==> src/rtl/mcs_pkg.sv <==
package mcs_pkg;

    typedef enum logic [2:0] {
        SRC_HSRC = 3'b000,
        SRC_MAIN = 3'b001,
        SRC_PLL  = 3'b010,
        SRC_LSRC = 3'b100,
        SRC_SUB  = 3'b101
    } src_e;

    typedef enum logic {
        ST_RUN,
        ST_WAIT
    } sw_state_e;

    localparam int unsigned N_OSC   = 3;
    localparam int unsigned OSC_MAIN = 0;
    localparam int unsigned OSC_SUB  = 1;
    localparam int unsigned OSC_PLL  = 2;

    // bits of the control byte that software may set
    localparam logic [7:0] CTRL_MASK = 8'b1111_1010;

    function automatic logic code_legal(input logic [2:0] c);
        return (c == 3'b000) || (c == 3'b001) || (c == 3'b010) ||
               (c == 3'b100) || (c == 3'b101);
    endfunction

    function automatic logic code_slow(input logic [2:0] c);
        return (c == 3'b100) || (c == 3'b101);
    endfunction

endpackage

==> src/rtl/mcs_stab_cnt.sv <==
module mcs_stab_cnt #(
    parameter int unsigned WAIT_W = 8
) (
    input  logic              clk_i,
    input  logic              rst_ni,
    input  logic              run_i,
    input  logic              alive_i,
    input  logic [WAIT_W-1:0] load_i,
    output logic              rdy_o
);

    logic [WAIT_W-1:0] cnt_q;

    always_ff @(posedge clk_i or negedge rst_ni) begin
        if (!rst_ni) begin
            cnt_q <= '0;
            rdy_o <= 1'b0;
        end else if (!run_i) begin
            cnt_q <= load_i;
            rdy_o <= 1'b0;
        end else if (alive_i) begin
            if (cnt_q == '0) begin
                rdy_o <= 1'b1;
            end else begin
                cnt_q <= cnt_q - 1'b1;
            end
        end
    end

endmodule

==> src/rtl/mcs_fsm.sv <==
module mcs_fsm
    import mcs_pkg::*;
(
    input  logic       clk_i,
    input  logic       rst_ni,
    input  logic [2:0] req_i,
    input  logic       tgt_rdy_i,
    output logic [2:0] cur_o
);

    sw_state_e state_q, state_d;
    logic [2:0] cur_q, cur_d;

    // state register
    always_ff @(posedge clk_i or negedge rst_ni) begin
        if (!rst_ni) begin
            state_q <= ST_RUN;
            cur_q   <= SRC_HSRC;
        end else begin
            state_q <= state_d;
            cur_q   <= cur_d;
        end
    end

    // next state and commit
    always_comb begin
        state_d = state_q;
        cur_d   = cur_q;
        unique case (state_q)
            ST_RUN: begin
                if (req_i != cur_q) state_d = ST_WAIT;
            end
            ST_WAIT: begin
                if (req_i == cur_q) begin
                    state_d = ST_RUN;
                end else if (tgt_rdy_i) begin
                    cur_d   = req_i;
                    state_d = ST_RUN;
                end
            end
        endcase
    end

    assign cur_o = cur_q;

endmodule

==> src/rtl/mclk_switch.sv <==
module mclk_switch
    import mcs_pkg::*;
#(
    parameter int unsigned WAIT_W = 8
) (
    input  logic              clk_i,
    input  logic              rst_ni,
    input  logic              wr_en_i,
    input  logic [7:0]        wr_data_i,
    input  logic [WAIT_W-1:0] wait_main_i,
    input  logic [WAIT_W-1:0] wait_sub_i,
    input  logic [WAIT_W-1:0] wait_pll_i,
    input  logic [2:0]        osc_alive_i,
    output logic [7:0]        ctrl_o,
    output logic [7:0]        stat_o,
    output logic [3:0]        osc_en_o
);

    logic [7:0]        ctrl_q;
    logic [2:0]        cur;
    logic [2:0]        req;
    logic [N_OSC-1:0]  en_bit;
    logic [N_OSC-1:0]  osc_run;
    logic [N_OSC-1:0]  osc_rdy;
    logic [WAIT_W-1:0] load_val [N_OSC];
    logic              fast_ok;
    logic              hsrc_on;
    logic              tgt_rdy;
    logic [7:0]        hold_bits;

    assign req                = ctrl_q[7:5];
    assign en_bit[OSC_MAIN]   = ctrl_q[1];
    assign en_bit[OSC_SUB]    = ctrl_q[3];
    assign en_bit[OSC_PLL]    = ctrl_q[4];

    // enable of the active source cannot be dropped by a write
    always_comb begin
        hold_bits    = 8'h00;
        hold_bits[1] = (cur == SRC_MAIN);
        hold_bits[3] = (cur == SRC_SUB);
        hold_bits[4] = (cur == SRC_PLL);
    end

    always_ff @(posedge clk_i or negedge rst_ni) begin
        if (!rst_ni) begin
            ctrl_q <= 8'h00;
        end else if (wr_en_i && code_legal(wr_data_i[7:5])) begin
            ctrl_q <= (wr_data_i & CTRL_MASK) | hold_bits;
        end
    end

    // fast sources stay stopped while running slow and asked for slow
    assign fast_ok = !(code_slow(cur) && code_slow(req));
    assign hsrc_on = fast_ok;

    assign osc_run[OSC_MAIN] = en_bit[OSC_MAIN] && fast_ok;
    assign osc_run[OSC_SUB]  = en_bit[OSC_SUB];
    assign osc_run[OSC_PLL]  = en_bit[OSC_PLL] && fast_ok;

    assign load_val[OSC_MAIN] = wait_main_i;
    assign load_val[OSC_SUB]  = wait_sub_i;
    assign load_val[OSC_PLL]  = wait_pll_i;

    for (genvar g = 0; g < N_OSC; g++) begin : g_stab
        mcs_stab_cnt #(.WAIT_W(WAIT_W)) u_cnt (
            .clk_i   (clk_i),
            .rst_ni  (rst_ni),
            .run_i   (osc_run[g]),
            .alive_i (osc_alive_i[g]),
            .load_i  (load_val[g]),
            .rdy_o   (osc_rdy[g])
        );
    end

    always_comb begin
        unique case (req)
            3'b000:  tgt_rdy = hsrc_on;
            3'b001:  tgt_rdy = osc_rdy[OSC_MAIN];
            3'b010:  tgt_rdy = osc_rdy[OSC_PLL];
            3'b100:  tgt_rdy = 1'b1;
            3'b101:  tgt_rdy = osc_rdy[OSC_SUB];
            default: tgt_rdy = 1'b0;
        endcase
    end

    mcs_fsm u_fsm (
        .clk_i     (clk_i),
        .rst_ni    (rst_ni),
        .req_i     (req),
        .tgt_rdy_i (tgt_rdy),
        .cur_o     (cur)
    );

    assign ctrl_o   = ctrl_q;
    assign stat_o   = {cur, osc_rdy[OSC_PLL], osc_rdy[OSC_SUB], 1'b0,
                       osc_rdy[OSC_MAIN], 1'b0};
    assign osc_en_o = {hsrc_on, osc_run[OSC_PLL], osc_run[OSC_SUB],
                       osc_run[OSC_MAIN]};

endmodule

==> config.mk <==
export PLATFORM = sky130hd
export DESIGN_NAME = mclk_switch
export DESIGN_NICKNAME = d
export VERILOG_FILES = /design/src/rtl/mcs_pkg.sv /design/src/rtl/mcs_stab_cnt.sv /design/src/rtl/mcs_fsm.sv /design/src/rtl/mclk_switch.sv
export SDC_FILE = /design/constraint.sdc
export NUM_CORES = 1
export LEC_CHECK = 0
export BUFFER_PORTS_ARGS = -buffer_cell sky130_fd_sc_hd__clkbuf_2
export CAP_MARGIN = 25
export CORE_MARGIN = 2
export CORE_UTILIZATION = 55
export CTS_BUF_LIST = sky130_fd_sc_hd__clkbuf_8
export CTS_CLUSTER_DIAMETER = 100
export DETAILED_ROUTE_END_ITERATION = 10
export GPL_TIMING_DRIVEN = 0
export HOLD_SLACK_MARGIN = 0.15
export PLACE_DENSITY = 0.95
export SYNTH_ARGS = -nofsm -noshare
export SYNTH_HDL_FRONTEND = slang
export SYNTH_SLANG_ARGS = --single-unit
==> constraint.sdc <==
create_clock -name clk_i -period 5.8 [get_ports clk_i]
set_clock_uncertainty 0.05 [all_clocks]
set_input_delay 0.58 -clock clk_i [delete_from_list [all_inputs] [get_ports clk_i]]
set_output_delay 0.58 -clock clk_i [all_outputs]
set_load 0.005 [all_outputs]
==> results by group <==
Run status
  • Status: finished clean

Clock network
  • CTS tree: built
  • Clock Path Buffers: 2
  • PostCTS Resize Cnt: 0
  • Sink Count: 37
  • Cts hold-fix bufs: 0
  • Post-CTS setup repair buffer count: 0
  • # H-tree levels: 2
  • Num CTS Buffers: 5
  • Clock Latency Late Sink: 0.30 ns
  • Root Buffer: clkbuf_8
  • Clock-pin slew on the worst setup and hold paths: 0.09 ns

Routing
  • Number of remaining DRC errors: 0
  • Wire length per cell: 14.08 um
  • Vias per inst: 5.548
  • Routed wire length: 4801 um
  • Remaining antenna violation count: 0
  • Iter 0 DRT Violations: 122
  • Via count: 1,892
  • DR pass1 iterations: 4

Min path
  • Hold WC Path Type: in -> async

Setup path
  • Terminus of the critical flop-to-flop path: g_stab[0].u_cnt.cnt_q[1]
  • Critical path buffers and inverters: 3
  • Largest stage delay, worst path: 0.46 ns
  • Critical R2R Launch: g_stab[0].u_cnt.cnt_q[0]
  • Delay-heaviest family, CP: simple AND/OR/NAND/NOR gates
  • Req. time, crit path: 5.17 ns
  • Critical-path top delay cell: dfrtp_1
  • Worst reg2reg setup slack: 3.64 ns
  • Worst R2R Path Depth: 6
  • Crit Path Category: reg -> out
  • Critical Path Fanout Max: 7
  • Critical Path Start Type: flip-flop
  • Crit end category: output pin
  • CP arrival: 1.66 ns
  • Worst path cell trace: nand4bb_1 > nand2_1 > inv_1 > buf_4 > clkbuf_2

Layout
  • Share of cells above drive strength 1: 29.69%
  • Fill cell count: 326
  • Final #Nets: 336
  • Most frequent cells in the layout: clkbuf_2 (51), dfrtp_1 (37), nand2_1 (26)
  • Most common cell after layout, fill and taps aside: clkbuf_2
  • Antenna diodes: 0
  • Area grow syn2layout: 19.44%

Timing
  • Fmax: 437.4 MHz
  • Slew @ Worst Pin: 0.9165 ns
  • Final worst setup slack: 3.514 ns
  • Slew headroom: 38.90%
  • Slew Viols, Final: 0
  • Setup Viol. Count Final: 0
  • Period utilization: 39.41%
  • RSZ-0062 raised after global routing: false
  • Tmin final: 2.286 ns
  • Setup TNS: 0 ns
  • Fin. Hold Viols: 0

GRT
  • Initial antenna violation count: 0
  • Grt total ovfl: 0
  • Total Routing Usage GR: 24.27%
  • Vias in the first global route: 1,879
  • Largest net degree at the start of global routing: 38
  • First-pass GRT wire length: 8086 um

Yosys
  • Top post-synthesis cells by area: dfrtp_1 (43%), mux2_2 (4.7%), o21ai_0 (4.7%), nand2_1 (4.6%), buf_4 (4.2%)
  • Register area share after synthesis: 43.20%
  • Leading area contributor after synthesis: dfrtp_1
  • Mapped Area: 0.002143 mm2
  • Synth unique cells: 39
  • Synth Register Bits: 37
  • Warnings from Yosys: 0
  • Syn Area/Cell: 9.278 um2
  • Yosys top cell area share: 43.20%
  • Mapped Cells: 231

Floorplan
  • Die Ht: 66.43 um
  • Io pins: 58
  • Die area: 0.004412 mm2
  • Die Wd: 66.43 um
  • Initial cell density of the core: 57.68%
  • Rows: 22
  • Core area: 0.003716 mm2

Run
  • Max_cap viols: 0

Place
  • Dpl hpwl: 3554 um
  • Post-place setup slack: 3.675 ns
  • GPL Wtd Cong: 0.8998
  • Port bufs: 51

Pwr
  • Pleak: 1.193 nW
  • VDD IR-drop max: 0.0002349 V
  • Power Density: 371.6 mW/mm2
[final cells by class]
| type | count | area [um2] | area share, % |
|---|---|---|---|
| clock buffer | 5 | 68.82 | 2.688 |
| timing repair buffer | 51 | 255.2 | 9.971 |
| sequential | 37 | 925.9 | 36.17 |
| tap | 48 | 60.06 | 2.346 |
| multi-input combinational | 167 | 1064 | 41.54 |
| buffer | 17 | 116.4 | 4.545 |
| clock inverter | 3 | 21.27 | 0.8309 |
| inverter | 13 | 48.80 | 1.906 |
[cell usage after synthesis (all sizes together)]
cell / count
ha: 6
nor2: 18
a21bo: 1
nand4: 1
dfrtp: 37
nand4b: 1
xor2: 5
nor4bb: 1
inv: 13
xnor2: 6
a31oi: 9
o21ai: 20
mux2: 9
or3: 2
o31ai: 2
o21a: 1
clkbuf: 4
nand2: 26
nor4: 2
nor3b: 2
or4: 4
or3b: 2
conb: 1
mux2i: 6
nand3: 2
nor4b: 2
or4b: 3
buf: 13
nand2b: 2
nand4bb: 1
nor3: 9
o41ai: 1
o31a: 1
a21oi: 16
a211oi: 2
[cell families after synthesis]
group           share of synthesized area (%)
mux                                     7.531
xor+xnor                                4.495
compound gates                          14.07
flops                                   43.20
fa+ha+maj                               3.503
buf+inv                                 7.706
other cells                            0.1750
simple gates                            19.32
[metrics by stage]
| stage | util, % | total power [mW] | std cells | hold WS (ns) | area (um2) |
|---|---|---|---|---|---|
| 3_5_place_dp | 66.46 | 0.7615 | 333 | 0.4735 | 2470 |
| 6_report | 68.89 | 0.9513 | 341 | 0.3544 | 2560 |
| 5_1_grt | 68.89 | 1.017 | 341 | 0.4261 | 2560 |
| 2_1_floorplan | - | 0.6445 | 234 | 0.2344 | 2155 |
| 3_3_place_gp | 66.46 | 0.7322 | 333 | 0.4492 | 2470 |
| 4_1_cts | 68.89 | 0.9514 | 341 | 0.3826 | 2560 |
[power by group]
part	internal, mW	total [mW]	switching (mW)
Clock	0.0853	0.189	0.103
Sequential	0.334	0.427	0.0938
Combinational	0.161	0.335	0.174
[metal layers]
metal	GRT usage (%)	share of wire (%)
met5	0	0
met4	11.99	2.6
met3	4.600	5.0
met2	42.13	49
met1	28.46	43
[registers in the layout, indices dropped and copies added (netlist names)]
signal	cells
u_fsm.state_q	1
g_stab.u_cnt.rdy_o	3
u_fsm.cur_o	3
ctrl_o	6
g_stab.u_cnt.cnt_q	24
[worst max path at each step]
stage,start,to,depth (start not counted),slack (ns)
after global placement,g_stab[0].u_cnt.cnt_q[0],g_stab[0].u_cnt.cnt_q[1],6,3.73
after CTS,ctrl_o[6],osc_en_o[2],5,3.51
final,ctrl_o[6],osc_en_o[2],5,3.51
after global routing,ctrl_o[6],osc_en_o[2],5,3.43
after detailed placement,g_stab[0].u_cnt.cnt_q[0],g_stab[0].u_cnt.cnt_q[1],6,3.68
after floorplan,g_stab[0].u_cnt.cnt_q[0],g_stab[0].u_cnt.cnt_q[1],6,3.84
Note: power is estimated with default switching activity, not from simulation.
